**src/rtl/pm1_pkg.sv**
```systemverilog
package pm1_pkg;
  localparam int unsigned REG_W       = 16;
  localparam int unsigned TMR_BIT     = 0;
  localparam int unsigned PWRBTN_BIT  = 8;
  localparam int unsigned RTC_BIT     = 10;
  localparam int unsigned SLP_EN_BIT  = 13;
  localparam int unsigned WAK_BIT     = 15;
  localparam int unsigned SLP_TYP_LSB = 10;
  localparam int unsigned SLP_TYP_W   = 3;
  localparam int unsigned NUM_WAKE    = 3;

  typedef enum logic [1:0] {RD_NONE, RD_STS, RD_EN, RD_CTL} rd_sel_e;
  typedef enum logic [1:0] {SLP_NOP, SLP_OFF, SLP_UNSUP} slp_act_e;

  // wake source index: 0 = clock, 1 = timer, 2 = other
  function automatic logic [REG_W-1:0] wake_mask(input int unsigned src);
    logic [REG_W-1:0] m;
    m = '0;
    m[WAK_BIT] = 1'b1;
    case (src)
      0:       m[RTC_BIT]    = 1'b1;
      1:       m[TMR_BIT]    = 1'b1;
      default: m[PWRBTN_BIT] = 1'b1;
    endcase
    return m;
  endfunction
endpackage

```
**src/rtl/pm1_bus_decode.sv**
```systemverilog
module pm1_bus_decode #(
  parameter int unsigned ADDR_W  = 8,
  parameter int unsigned DATA_W  = 32,
  parameter int unsigned EVT_OFS = 0,
  parameter int unsigned CTL_OFS = 8
) (
  input  logic                  req_valid,
  input  logic                  req_write,
  input  logic [ADDR_W-1:0]     req_addr,
  input  logic [DATA_W/8-1:0]   req_be,
  output logic                  wr_sts,
  output logic                  wr_en,
  output logic                  wr_ctl,
  output logic                  rd_req,
  output pm1_pkg::rd_sel_e      rd_sel
);
  import pm1_pkg::*;
  localparam int unsigned BE_W = DATA_W / 8;
  localparam logic [ADDR_W-1:0] A_STS = ADDR_W'(EVT_OFS);
  localparam logic [ADDR_W-1:0] A_EN  = ADDR_W'(EVT_OFS + 4);
  localparam logic [ADDR_W-1:0] A_CTL = ADDR_W'(CTL_OFS);

  logic full_word;
  logic hit_sts, hit_en, hit_ctl;

  always_comb begin
    full_word = req_valid && (req_be == {BE_W{1'b1}});
    hit_sts   = full_word && (req_addr == A_STS);
    hit_en    = full_word && (req_addr == A_EN);
    hit_ctl   = full_word && (req_addr == A_CTL);
    wr_sts    = hit_sts && req_write;
    wr_en     = hit_en  && req_write;
    wr_ctl    = hit_ctl && req_write;
    rd_req    = req_valid && !req_write;
    if (!req_write && hit_sts)      rd_sel = RD_STS;
    else if (!req_write && hit_en)  rd_sel = RD_EN;
    else if (!req_write && hit_ctl) rd_sel = RD_CTL;
    else                            rd_sel = RD_NONE;
  end
endmodule

```
**src/rtl/pm1_evt_regs.sv**
```systemverilog
module pm1_evt_regs (
  input  logic                        clk,
  input  logic                        rst,
  input  logic                        wr_sts,
  input  logic                        wr_en,
  input  logic [pm1_pkg::REG_W-1:0]   wdata,
  input  logic                        wake_rtc,
  input  logic                        wake_tmr,
  input  logic                        wake_oth,
  output logic [pm1_pkg::REG_W-1:0]   sts_q,
  output logic [pm1_pkg::REG_W-1:0]   en_q
);
  import pm1_pkg::*;

  logic [NUM_WAKE-1:0] wake_vec;
  logic [REG_W-1:0]    set_part [NUM_WAKE];
  logic [REG_W-1:0]    set_all;
  logic [REG_W-1:0]    clr_mask;

  assign wake_vec = {wake_oth, wake_tmr, wake_rtc};

  for (genvar g = 0; g < NUM_WAKE; g++) begin : g_src
    assign set_part[g] = wake_vec[g] ? wake_mask(g) : '0;
  end

  always_comb begin
    set_all = '0;
    for (int i = 0; i < NUM_WAKE; i++) set_all = set_all | set_part[i];
    clr_mask = wr_sts ? wdata : '0;
  end

  // a new event takes priority over a clear in the same cycle
  always_ff @(posedge clk) begin
    if (rst) begin
      sts_q <= '0;
      en_q  <= '0;
    end else begin
      sts_q <= (sts_q & ~clr_mask) | set_all;
      if (wr_en) en_q <= wdata;
    end
  end

  p_wake_rtc_r4: assert property (@(posedge clk) disable iff (rst)
    wake_rtc |=> (sts_q[WAK_BIT] && sts_q[RTC_BIT]));
  p_wake_tmr_r4: assert property (@(posedge clk) disable iff (rst)
    wake_tmr |=> (sts_q[WAK_BIT] && sts_q[TMR_BIT]));
  p_w1c_r3: assert property (@(posedge clk) disable iff (rst)
    (wr_sts && wdata[TMR_BIT] && !wake_tmr) |=> !sts_q[TMR_BIT]);
  p_race_r10: assert property (@(posedge clk) disable iff (rst)
    (wr_sts && wdata[PWRBTN_BIT] && wake_oth) |=> sts_q[PWRBTN_BIT]);
  p_en_hold_r9: assert property (@(posedge clk) disable iff (rst)
    !wr_en |=> $stable(en_q));
endmodule

```
**src/rtl/pm1_ctl_reg.sv**
```systemverilog
module pm1_ctl_reg (
  input  logic                        clk,
  input  logic                        rst,
  input  logic                        wr_ctl,
  input  logic [pm1_pkg::REG_W-1:0]   wdata,
  output logic [pm1_pkg::REG_W-1:0]   ctl_q,
  output logic                        softoff_o,
  output logic                        unsup_o
);
  import pm1_pkg::*;
  localparam logic [REG_W-1:0] SLE_MASK = REG_W'(1) << SLP_EN_BIT;

  logic [SLP_TYP_W-1:0] typ;
  slp_act_e             act;

  always_comb begin
    typ = wdata[SLP_TYP_LSB +: SLP_TYP_W];
    act = SLP_NOP;
    if (wdata[SLP_EN_BIT]) begin
      case (typ)
        3'd7:       act = SLP_OFF;
        3'd5, 3'd6: act = SLP_UNSUP;
        default:    act = SLP_NOP;
      endcase
    end
  end

  always_ff @(posedge clk) begin
    if (rst) begin
      ctl_q     <= '0;
      softoff_o <= 1'b0;
      unsup_o   <= 1'b0;
    end else begin
      softoff_o <= 1'b0;
      unsup_o   <= 1'b0;
      if (wr_ctl) begin
        ctl_q     <= wdata & ~SLE_MASK;
        softoff_o <= (act == SLP_OFF);
        unsup_o   <= (act == SLP_UNSUP);
      end
    end
  end

  p_store_r7: assert property (@(posedge clk) disable iff (rst)
    wr_ctl |=> (ctl_q == ($past(wdata) & ~SLE_MASK)));
  p_off_cause_r8: assert property (@(posedge clk) disable iff (rst)
    softoff_o |-> $past(wr_ctl && wdata[SLP_EN_BIT] && (wdata[SLP_TYP_LSB +: SLP_TYP_W] == 3'd7)));
  p_excl_r8: assert property (@(posedge clk) disable iff (rst)
    !(softoff_o && unsup_o));
endmodule

```
**src/rtl/pm1_evt_ctl.sv**
```systemverilog
module pm1_evt_ctl #(
  parameter int unsigned ADDR_W  = 8,
  parameter int unsigned DATA_W  = 32,
  parameter int unsigned EVT_OFS = 0,
  parameter int unsigned CTL_OFS = 8
) (
  input  logic                clk,
  input  logic                rst,
  input  logic                req_valid,
  input  logic                req_write,
  input  logic [ADDR_W-1:0]   req_addr,
  input  logic [DATA_W/8-1:0] req_be,
  input  logic [DATA_W-1:0]   req_wdata,
  output logic                rsp_valid,
  output logic [DATA_W-1:0]   rsp_rdata,
  input  logic                wake_rtc_i,
  input  logic                wake_tmr_i,
  input  logic                wake_oth_i,
  input  logic                aux_sci_i,
  output logic                sci_o,
  output logic                softoff_o,
  output logic                sleep_unsup_o,
  output logic                wake_en_rtc_o,
  output logic                wake_en_tmr_o
);
  import pm1_pkg::*;

  logic             wr_sts, wr_en, wr_ctl, rd_req;
  rd_sel_e          rd_sel;
  logic [REG_W-1:0] sts_q, en_q, ctl_q;
  logic [DATA_W-1:0] rd_word;

  pm1_bus_decode #(
    .ADDR_W(ADDR_W), .DATA_W(DATA_W), .EVT_OFS(EVT_OFS), .CTL_OFS(CTL_OFS)
  ) u_dec (
    .req_valid(req_valid), .req_write(req_write), .req_addr(req_addr),
    .req_be(req_be), .wr_sts(wr_sts), .wr_en(wr_en), .wr_ctl(wr_ctl),
    .rd_req(rd_req), .rd_sel(rd_sel)
  );

  pm1_evt_regs u_evt (
    .clk(clk), .rst(rst), .wr_sts(wr_sts), .wr_en(wr_en),
    .wdata(req_wdata[REG_W-1:0]), .wake_rtc(wake_rtc_i),
    .wake_tmr(wake_tmr_i), .wake_oth(wake_oth_i),
    .sts_q(sts_q), .en_q(en_q)
  );

  pm1_ctl_reg u_ctl (
    .clk(clk), .rst(rst), .wr_ctl(wr_ctl), .wdata(req_wdata[REG_W-1:0]),
    .ctl_q(ctl_q), .softoff_o(softoff_o), .unsup_o(sleep_unsup_o)
  );

  always_comb begin
    rd_word = '0;
    case (rd_sel)
      RD_STS:  rd_word[REG_W-1:0] = sts_q;
      RD_EN:   rd_word[REG_W-1:0] = en_q;
      RD_CTL:  rd_word[REG_W-1:0] = ctl_q;
      default: rd_word = '0;
    endcase
  end

  always_ff @(posedge clk) begin
    if (rst) begin
      rsp_valid <= 1'b0;
      rsp_rdata <= '0;
      sci_o     <= 1'b0;
    end else begin
      rsp_valid <= rd_req;
      rsp_rdata <= rd_word;
      sci_o     <= (|(sts_q & en_q)) | aux_sci_i;
    end
  end

  assign wake_en_rtc_o = en_q[RTC_BIT];
  assign wake_en_tmr_o = en_q[TMR_BIT];

  p_sci_high_r5: assert property (@(posedge clk) disable iff (rst)
    (|(sts_q & en_q)) |=> sci_o);
  p_sci_low_r5: assert property (@(posedge clk) disable iff (rst)
    (!(|(sts_q & en_q)) && !aux_sci_i) |=> !sci_o);
  p_rsp_r2: assert property (@(posedge clk) disable iff (rst)
    (req_valid && !req_write) |=> rsp_valid);
endmodule

```
**config.mk**
```make
export PLATFORM = sky130hd
export DESIGN_NAME = pm1_evt_ctl
export DESIGN_NICKNAME = d
export VERILOG_FILES = /design/src/rtl/pm1_pkg.sv /design/src/rtl/pm1_bus_decode.sv /design/src/rtl/pm1_evt_regs.sv /design/src/rtl/pm1_ctl_reg.sv /design/src/rtl/pm1_evt_ctl.sv
export SDC_FILE = /design/constraint.sdc
export NUM_CORES = 1
export LEC_CHECK = 0
export CORE_UTILIZATION = 55
export DETAILED_ROUTE_END_ITERATION = 8
export DONT_BUFFER_PORTS = 1
export PLACE_DENSITY = 0.75
export SLEW_MARGIN = 20
export SYNTH_ARGS = -nofsm -noshare
export SYNTH_HDL_FRONTEND = slang
export SYNTH_HIERARCHICAL = 1
export SYNTH_SLANG_ARGS = --single-unit
```
**constraint.sdc**
```tcl
create_clock -name clk -period 1.48 [get_ports clk]
set_input_delay 0.148 -clock clk [delete_from_list [all_inputs] [get_ports clk]]
set_output_delay 0.148 -clock clk [all_outputs]
set_load 0.005 [all_outputs]
```
Word level (Yosys, flattened, before mapping) --
Index checks and enable logic that the tools add are counted.
Word-level totals: register bits 83, output and inout bits 38, logic and storage cells 54, bits of input ports 52
Cells by class: reductions and logical operators 16, equality and inequality tests 11, bitwise operators 8, mux-type cells 10
Operators with widths (number):
- $mux W16 | 4
- $or A16 B16 Y16 | 3
- $pmux W16 S3 | 1
- $and A16 B16 Y16 | 2
- $not A16 Y16 | 1
- $reduce_or A16 Y1 | 1
- $logic_and A1 B1 Y1 | 11
- $eq A3 B3 Y1 const B | 3
- $eq A8 B3 Y1 const B | 1
- $eq A8 B4 Y1 const B | 1
- $logic_not A8 Y1 | 1
- $mux W2 | 4
- $eq A2 B2 Y1 const B | 3
- $eq A2 B1 Y1 const B | 2
- $eq A4 B4 Y1 const B | 1
- $pmux W2 S2 | 1
- $reduce_or A2 Y1 | 2
- $logic_not A1 Y1 | 1
- $not A1 Y1 | 1
- $or A1 B1 Y1 | 1

Longest topological paths before layout --
Gate-level depths: netlist (run 1).
word-level depth 9, mapped depth 9, mapped depth without buffers 6

Cells and area by module --
The synthesis (run 1) kept the hierarchy.
By module, submodules not included:
- pm1_evt_regs | seq. area each 640.6 um^2, instances 1, area each 1156.1 um^2, cells an instance 106
- pm1_evt_ctl | seq. area each 360.3 um^2, instances 1, area each 1114.8 um^2, cells an instance 103
- pm1_ctl_reg | seq. area each 340.3 um^2, instances 1, area each 625.6 um^2, cells an instance 56
- pm1_bus_decode | seq. area each 0.0 um^2, instances 1, area each 146.4 um^2, cells an instance 17

Worst setup path after synthesis (run 1) --
Ideal clock, no wire load.
path kind input to register, start point in req_addr[5], end point reg rsp_rdata[0], slack -0.148 ns, cell stages on the path 8, library setup time 0.128 ns, arrival time 1.500 ns, cells stage by stage nor4_4 nand3b_1 nor3_1 buf_6 buf_12 mux2_4 a22oi_2 nor2_1
Between the ends: longest elaborated chain between the ends 8, elaborated cells on any way between the ends 16
RTL lines:
- start, declared | RTL line pm1_evt_ctl.sv:11 | input logic [ADDR_W-1:0] req_addr,
- $eq A8 B4 Y1 | RTL line pm1_bus_decode.sv:30 | hit_ctl = full_word && (req_addr == A_CTL);
- $logic_and A1 B1 Y1 | RTL line pm1_bus_decode.sv:30
- $logic_and A1 B1 Y1 | RTL line pm1_bus_decode.sv:37 | else if (!req_write && hit_ctl) rd_sel = RD_CTL;
- $mux W2 | RTL line pm1_bus_decode.sv:37
- $mux W2 | RTL line pm1_bus_decode.sv:36 | else if (!req_write && hit_en) rd_sel = RD_EN;
- $mux W2 * | RTL line pm1_bus_decode.sv:35 | if (!req_write && hit_sts) rd_sel = RD_STS;
- net rd_sel[1] | RTL line pm1_evt_ctl.sv:29 | rd_sel_e rd_sel;
- $eq A2 B2 Y1 / $eq A2 B1 Y1 (equally long branches) | RTL line pm1_evt_ctl.sv:55 | case (rd_sel)
- $pmux W16 S3 * | RTL line pm1_evt_ctl.sv:55
- end signal, assigned | RTL line pm1_evt_ctl.sv:70 | rsp_rdata <= rd_word;
- end, declared | RTL line pm1_evt_ctl.sv:15 | output logic [DATA_W-1:0] rsp_rdata,
Mark *: on every way through the listed nets, which the timed path passes. The rest lies on a longest branch. A chain may end at the register's enable or synchronous reset.

Worst setup path in the final report (run 1) --
start point in req_addr[6], end point reg u_ctl/ctl_q[15] in the netlist's numbering
Between the ends: longest elaborated chain between the ends 3
RTL lines:
- $eq A8 B4 Y1 | RTL line pm1_bus_decode.sv:30
- $logic_and A1 B1 Y1 | RTL line pm1_bus_decode.sv:30
- $logic_and A1 B1 Y1 | RTL line pm1_bus_decode.sv:33 | wr_ctl = hit_ctl && req_write;
- net wr_ctl | RTL line pm1_evt_ctl.sv:28 | logic wr_sts, wr_en, wr_ctl, rd_req;
- end signal, assigned | RTL line pm1_ctl_reg.sv:37 | ctl_q <= wdata & ~SLE_MASK;
- end, declared | RTL line pm1_ctl_reg.sv:6 | output logic [pm1_pkg::REG_W-1:0] ctl_q,
The timed path passes the listed nets, and every way through them passes these cells.

==> results, run 1 <==
- The global-route wire length before repair is 9650 um.
- The max-slew violation count is 0.
- The analysis attributes to cell leakage a power of 0.00122 uW.
- In this run the horizontal extent of the chip is 76.4 um.
- The count of final hold-check violations is 64.
- The height of the die is 76.4 um.
- For this block, the initial DRC count from the detailed router was 80.
- CTS placed an instance of sky130_fd_sc_hd__clkbuf_8 at the clock tree root.
- In this design, the stage delay of the slowest critical-path cell is 0.27 ns.
- Dividing the detail-routed via count by the number of cells gives 5.36.
- The mapped netlist covers 3040 um2.
- The sequential cell area is 1340 um2.
- The initial antenna violation count is 0.
- Summed over all instances, the cell type with the most area after synthesis is sky130_fd_sc_hd__dfxtp_1.
- The average wire length per cell after detail routing is 16.0 um.
- The flip-flop cell with the highest count after synthesis is sky130_fd_sc_hd__dfxtp_1.
- In this run the remaining antenna-violating nets after routing total 0.
- The largest net degree at the start of global routing is 67.
- Once the floorplan was initialized, standard cells occupied 58.5% of the core.
- Detailed placement finished with a half-perimeter wire length of 4070 um.
- The critical path crosses 7 cells after its start point.
- The clock passes through at most 2 buffers.
- The total routed wirelength is 5980 um.
- The number of antenna diodes in the final layout is 0.
- The type of destination of the critical path is a register.
- The library cell used most frequently in the layout, excluding fill and tap cells, is sky130_fd_sc_hd__dfxtp_1.
- The count of unique library cells instantiated by Yosys is 41.
- The clock-pin slew on the worst setup and hold paths is 0.06 ns.
- The count of buffer and inverter cells on the critical path is 2.
- The required time of the critical path is 1.71 ns.
- The first TritonRoute pass finished after 4 iterations.
- The largest fanout on the critical path is 8.
- The library cell contributing the largest single delay on the critical path is sky130_fd_sc_hd__nor4_4.
- Setup violations remaining at the end of the flow were counted as 0.
- Detailed routing inserted a total of 2004 vias.
- Sorting the synthesized cells by area gives the leading types as sky130_fd_sc_hd__dfxtp_1 44%, sky130_fd_sc_hd__mux2i_1 10%, sky130_fd_sc_hd__nor2_1 5.9%.
- The number of top-level pins is 90.
- The depth of the most critical reg-to-reg path is 3.
- TritonCTS built the clock tree.
- The total track usage is 21.6%.
- In the routed design, unresolved DRC markers number 0.
- The summed negative setup slack over all endpoints is 0 ns.
- The async set-or-reset flop fraction in the synthesized netlist is 0%.
- Broken down by cell family, the worst path's largest delay share belongs to simple AND/OR/NAND/NOR gates.
- Fill cells in the final layout number 449.
- Based on the critical path, the design can be clocked at up to 0.759 GHz.
- The H-tree was split into 3 levels.
- The run finished, with violations left.
- The sequential area share after synthesis is 44.1%.
- For this run, the number of standard cells in the final layout without fillers is 374.
- The number of standard cells after synthesis is 282.
- Setup repair after global routing left no endpoint under its margin.
- The library cells used most frequently in the layout, excluding fill and tap cells, are 67 x sky130_fd_sc_hd__dfxtp_1, 48 x sky130_fd_sc_hd__nor2_1, 31 x sky130_fd_sc_hd__mux2i_1.
- In this run the register-to-register setup slack is 0.31 ns.
- The critical path starts at req_addr[6].
- The final critical delay including setup and external delays is 1.32 ns.
- The number of global-route vias before repair was 1986.
- In this run the critical register-to-register path is captured at sci_o.
- The worst register-to-register path begins at u_evt/en_q[5].
- The max-capacitance violation count is 0.
- The period utilization is 89.0%.
- The number of sinks handled by clock tree synthesis is 67.
- The clock latency reported for the late side of the worst-skew pair is 0.34 ns.
- The multi-input gate area in the final layout is 1420 um2.
- The worst-case IR drop observed on VDD is 0.671 mV.
- The global placement routability congestion is 0.734.
- From synthesis to final layout, the design area changed by 11.2%.
- The worst setup path is launched from an input pin.
- The number of I/O port buffers is 0.
- The ratio of total power to cell area is 1050 nW/um2.
- The top-area cell type share of the netlist area is 44.1%.
- The final net count is 352.
- Traced cell by cell, the critical path runs through nor4_4, buf_4, nand4_1, nor4_4, buf_4, mux2i_1, nor2_1.
- For the worst setup path, the data arrival time is 1.55 ns.
- Counting flops and latches in the post-synthesis netlist gives 67.
- The mean cell area of the mapped netlist is 10.8 um2.
- In this run, post-CTS repair resized a total of 0 instances.
- The final reports fail on hold timing.
- The number of enable-type register cells in the synthesized netlist is 0.
- The type of the most critical hold path is input pin to register.
- The global-route congestion overflow total is 0.
- The cell row count is 26.
- On the final layout, the worst hold slack is -0.126 ns.
- The placeable core region is 5200 um2.
- The number of warning messages in the yosys log is 6.
- By startpoint and endpoint, the worst setup path is classified as input pin to register.
- Buffers inserted during clock tree synthesis total 9.
- In this run the worst setup path terminates at u_ctl/ctl_q[15].
- The worst setup skew after layout is 0.0102 ns.
- The placed instance count is 351.
- The area of the die is 5830 um2.
- The share of layout cells above drive strength 1 is 25.0%.
-- registers in the layout, indices dropped and copies added, names as in the netlist --
name	flops
u_ctl/ctl_q	15
u_ctl/softoff_o	1
u_evt/sts_q	16
u_ctl/unsup_o	1
rsp_rdata	16
sci_o	1
u_evt/en_q	16
rsp_valid	1
-- worst min-delay path by stage --
stage | start | end | depth (start not counted)
floorplan | rst | u_ctl/ctl_q[4] | 1
global placement | rst | u_evt/sts_q[15] | 1
detailed placement | rst | u_evt/sts_q[15] | 1
CTS | rst | rsp_rdata[7] | 1
global route | rst | u_evt/sts_q[2] | 1
finish | rst | u_evt/sts_q[15] | 1
-- synth_stat cells (2+ instances only) --
library cell,number
sky130_fd_sc_hd__nand3_1,3
sky130_fd_sc_hd__a211oi_1,10
sky130_fd_sc_hd__a211oi_2,2
sky130_fd_sc_hd__nor2_1,48
sky130_fd_sc_hd__mux2_4,10
sky130_fd_sc_hd__xor2_1,2
sky130_fd_sc_hd__buf_2,4
sky130_fd_sc_hd__nor4_2,3
sky130_fd_sc_hd__buf_12,4
sky130_fd_sc_hd__dfxtp_1,67
sky130_fd_sc_hd__buf_6,6
sky130_fd_sc_hd__a22oi_2,10
sky130_fd_sc_hd__buf_4,18
sky130_fd_sc_hd__a22oi_1,10
sky130_fd_sc_hd__mux2i_1,31
sky130_fd_sc_hd__mux2_2,6
sky130_fd_sc_hd__clkbuf_1,3
sky130_fd_sc_hd__a21bo_2,3
sky130_fd_sc_hd__conb_1,2
sky130_fd_sc_hd__nor2b_1,2
sky130_fd_sc_hd__a21oi_1,4
sky130_fd_sc_hd__inv_1,15
-- metal layers --
metal,track usage (%),vias to the layer above,share of wire (%)
met5,0,-,0
met4,6.54,0,1.0
met3,9.10,7,6.4
met2,37.5,62,51
met1,23.9,954,41
li1,-,981,-
-- per-stage QoR --
stage	total power (uW)	setup WS, ns	instance area, um2	util (%)
after floorplan	1970	-0.106	3100	-
after global placement	1930	-0.198	3090	59.4
after detailed placement	1930	-0.238	3090	59.4
after CTS	3580	0.126	3340	64.2
after global routing	3700	0.0516	3380	65.0
final	3550	0.163	3380	65.0
-- cell type report --
class	count	share of cell area [%]
multi-input combinational	180	41.8
clock buffer	10	4.07
clock inverter	5	2.29
sequential	67	39.6
tap	70	2.59
timing repair buffer	27	7.91
inverter	15	1.66
-- cells by family (layout without fill, tap and decap cells) --
kind of cell              count (synthesis)  after routing  share of synthesized area (%)
xor gates and xnor gates                  2              2                          0.576
buffers and inverters                    50             57                           12.2
AOI/OAI and AO/OA                        45             45                           13.6
muxes                                    47             47                           17.4
DFF                                      67             67                           44.1
other                                     2             17                          0.247
and+or+nand+nor                          69             69                           12.0
-- worst reg2reg max path: cells and delay by family, from the launching register on --
kind             cells  cell delay, ns
AO/OA/AOI/OAI        2            0.42
flip-flops           1            0.33
AND/OR/NAND/NOR      1            0.26
-- what timing repair did --
item,in CTS,in global routing
buffers inserted,0,2
endpoints found under the setup margin,0,13
endpoints found under the hold margin,66,64
hold buffers,3,3
-- power by group --
| group | leakage [uW] | total, uW | internal, uW | switching (uW) |
|---|---|---|---|---|
| clock | 0.000108 | 1650 | 979 | 671 |
| combinational | 0.000570 | 85.3 | 45.9 | 39.3 |
| sequential | 0.000541 | 1820 | 1810 | 6.91 |
| total | 0.00122 | 3550 | 2840 | 717 |
Note: power is estimated with default switching activity, not from simulation.
==> inputs of run 2 (changes only) <==
--- a/config.mk
+++ b/config.mk
@@ -5,10 +5,10 @@
 export SDC_FILE = /design/constraint.sdc
 export NUM_CORES = 1
 export LEC_CHECK = 0
-export CORE_UTILIZATION = 55
+export CORE_UTILIZATION = 56
 export DETAILED_ROUTE_END_ITERATION = 8
 export DONT_BUFFER_PORTS = 1
-export PLACE_DENSITY = 0.75
+export PLACE_DENSITY = 0.76
 export SLEW_MARGIN = 20
 export SYNTH_ARGS = -nofsm -noshare
 export SYNTH_HDL_FRONTEND = slang
==> results, run 2 (same netlist as run 1, synthesis figures left out) <==
- Most frequent cells in the layout: 67 x sky130_fd_sc_hd__dfxtp_1, 48 x sky130_fd_sc_hd__nor2_1, 31 x sky130_fd_sc_hd__mux2i_1 (unchanged).
- The number of buffers on the longest clock path came to 2 (unchanged).
- The initial antenna violation count is 0 (unchanged).
- The first-pass iteration count of the detailed router is 4 (unchanged).
- The buffer cell driving the clock tree root is sky130_fd_sc_hd__clkbuf_8 (unchanged).
- The number of sinks handled by clock tree synthesis is 67 (unchanged).
- The average wire length per cell after detail routing is 15.6 um (was 16.0 um).
- The number of top-level pins is 90 (unchanged).
- The final design utilization is 62.4% (was 65.0%).
- The clock latency reported for the late side of the worst-skew pair came to 0.33 ns (was 0.34 ns).
- The final design instance area without fill is 3230 um2 (was 3380 um2).
- The end of the worst register-to-register path is sci_o (unchanged).
- The HPWL after detailed placement is 3890 um (was 4070 um).
- The type of the most critical hold path is input pin to register (unchanged).
- The highest attainable clock frequency is 0.721 GHz (was 0.759 GHz).
- The horizontal extent of the die is 75.7 um (was 76.4 um).
- Run status: complete, but fails checks (unchanged).
- The worst setup skew after layout is 0.00408 ns (was 0.0102 ns).
- Regs by FF count: rsp_rdata: 16 flops, u_evt/en_q: 16 flops, u_evt/sts_q: 16 flops (unchanged).
- The number of violations reported at the end of detailed-routing iteration 0 is 61 (was 80).
- The number of buffers inserted by hold repair at cts is 3 (unchanged).
- The library cell contributing the largest single delay on the critical path is sky130_fd_sc_hd__mux2_2 (was sky130_fd_sc_hd__nor4_4).
- The ratio of total power to cell area is 962 nW/um2 (was 1050 nW/um2).
- The startpoint of the most critical setup path was req_addr[6] (unchanged).
- The amount of wire on met2 after detailed routing was 2790 um (was 3060 um).
- The count of final hold-check violations is 64 (unchanged).
- The placed instance count is 346 (was 351).
- The switching power is 623 uW (was 717 uW).
- The peak per-stage delay on the critical path was 0.36 ns (was 0.27 ns).
- The critical path launch point type is an input pin (unchanged).
- Ordered list of cells on the worst path: nor4_4, nand3b_1, nor3_2, buf_12, mux2_2, a22oi_2, nor2_1 (was nor4_4, buf_4, nand4_1, nor4_4, buf_4, mux2i_1, nor2_1).
- The post-route worst setup slack is 0.0934 ns (was 0.163 ns).
- The number of global-route vias before repair is 1897 (was 1986).
- The max-capacitance violation count is 0 (unchanged).
- The period utilization came to 93.7% (was 89.0%).
- The reg-to-reg critical path startpoint is u_evt/sts_q[11] (was u_evt/en_q[5]).
- The internal power component is 2480 uW (was 2840 uW).
- Violated checks: hold timing (unchanged).
- The required time of the critical path is 1.70 ns (was 1.71 ns).
- The final net count was 342 (was 352).
- The filler cell count is 429 (was 449).
- The TritonCTS buffer count is 9 (unchanged).
- The placeable core region is 5170 um2 (was 5200 um2).
- The count of antenna diodes in the layout is 0 (unchanged).
- The count of buffer and inverter cells on the critical path was 1 (was 2).
- The maximum level of the CTS H-tree is 3 (unchanged).
- The growth of design area from synthesis to finish was 6.09% (was 11.2%).
- The buffers inserted during post-CTS setup optimization is 0 (unchanged).
- The cell family with the largest share of critical-path delay is simple AND/OR/NAND/NOR gates (unchanged).
- The startpoint-to-endpoint class of the critical path is input pin to register (unchanged).
- The post-place setup slack was -0.251 ns (was -0.238 ns).
- The global-route wire length before repair is 8870 um (was 9650 um).
- The register share of total power is 58.7% (was 51.2%).
- The most frequent standard cell in the layout excluding fill and tap cells is sky130_fd_sc_hd__dfxtp_1 (unchanged).
- The met3 wire length came to 352 um (was 380 um).
- The max-slew violation count is 0 (unchanged).
- The height of the die came to 75.7 um (was 76.4 um).
- The number of I/O port buffers is 0 (unchanged).
- The clock-pin slew on the worst setup and hold paths is 0.06 ns (about the same).
- The largest net degree at the start of global routing is 67 (unchanged).
- The starting density of the core is 58.8% (was 58.5%).
- The worst vdd rail ir drop is 0.780 mV (was 0.671 mV).
- The routed via count divided by cell count is 5.41 (was 5.36).
- The leakage power is 0.00113 uW (was 0.00122 uW).
- The depth of the most critical reg-to-reg path is 3 (unchanged).
- The proportion of power drawn by combinational gates is 2.4% (about the same).
- The type of destination of the critical path is a register (unchanged).
- The endpoint of the most critical setup path is rsp_rdata[7] (was u_ctl/ctl_q[15]).
- The wire length on met1 is 2460 um (was 2480 um).
- The share of layout cells above drive strength 1 is 22.3% (was 25.0%).
- The number of setup violations in the final report is 0 (unchanged).
- The placed instance area is 3040 um2 (was 3090 um2).
- The global-route congestion overflow total is 0 (unchanged).
- The TritonCTS clock tree is done (unchanged).
- The setup slack of the worst register-to-register path is 0.28 ns (was 0.31 ns).
- The final critical delay including setup and external delays is 1.39 ns (was 1.32 ns).
- The relative contribution of the clock network to total power is 38.9% (was 46.4%).
- The cell row count is 26 (unchanged).
- The data arrival time at the worst-slack endpoint is 1.61 ns (was 1.55 ns).
- The number of antenna-violating nets in the routed design is 0 (unchanged).
- The total track usage came to 21.7% (was 21.6%).
- The residual DRC count is 0 (unchanged).
- The non-filler instance count after layout was 362 (was 374).
- The number of cells on the critical path is 7 (unchanged).
- The via total after detailed routing is 1959 (was 2004).
- The area of the die came to 5730 um2 (was 5830 um2).
- The switching power as a share of total power is 20.1% (was 20.2%).
- The total routed wirelength was 5660 um (was 5980 um).
- The largest fanout on the critical path is 17 (was 8).
- The worst hold margin came to -0.112 ns (was -0.126 ns).
- The global placement routability congestion came to 0.734 (about the same).
- The worst hold path depth is 1 (unchanged).
- The highest signal layer in the routed design is met4 (unchanged).
==> run 2: layout make-up <==
type                    instances  area (um2)  area share, %
inverters                      15        56.3           1.74
well taps                      70        87.6           2.71
repair buffers                 17         173           5.35
multi-input cells             180        1420           44.0
flip-flops and latches         67        1340           41.6
clock buffers                  13         149           4.61
==> run 2: power groups by stage <==
stage / Clock, uW / Sequential (uW) / Combinational [uW]
2_1_floorplan: 0 / 1860 / 107
3_3_place_gp: 0 / 1860 / 64.6
4_1_cts: 1250 / 1820 / 75.0
6_report: 1210 / 1820 / 75.2
5_1_grt: 1320 / 1820 / 85.1
3_5_place_dp: 0 / 1860 / 66.2
==> run 2: worst min-delay path by stage <==
stage / startpoint / endpoint / slack (ns)
after global routing: rst / u_evt/sts_q[2] / -0.15
after global placement: rst / u_evt/sts_q[2] / 0.22
after floorplan: rst / u_ctl/ctl_q[4] / 0.22
after CTS: rst / u_evt/sts_q[2] / -0.14
final: rst / u_evt/sts_q[15] / -0.11
after detailed placement: rst / u_evt/sts_q[2] / 0.22
==> run 2: per-layer routing <==
metal	GRT usage [%]	vias to the layer above
li1	-	956
met1	24.2	938
met2	37.4	61
met3	9.39	4
met4	7.00	0
met5	0	-
==> run 2: worst register-to-register path: cells and delay by family, from the launching register on <==
family / cells / cell delay, ns
AOI/OAI and AO/OA: 3 / 0.73
DFF: 1 / 0.32
==> run 2: through the flow <==
| stage | hold WS (ns) | setup TNS (ns) | power (uW) |
|---|---|---|---|
| final | -0.112 | 0 | 3100 |
| after global routing | -0.148 | -0.0138 | 3230 |
| after CTS | -0.137 | 0 | 3140 |
| after detailed placement | 0.220 | -4.24 | 1930 |
| after global placement | 0.219 | -3.17 | 1920 |
| after floorplan | 0.220 | -1.21 | 1970 |
==> run 2: repair_timing <==
item,4_1_cts,5_1_grt
setup endpoints to repair,0,1
hold endpoints to repair,66,64
resized for setup,0,1
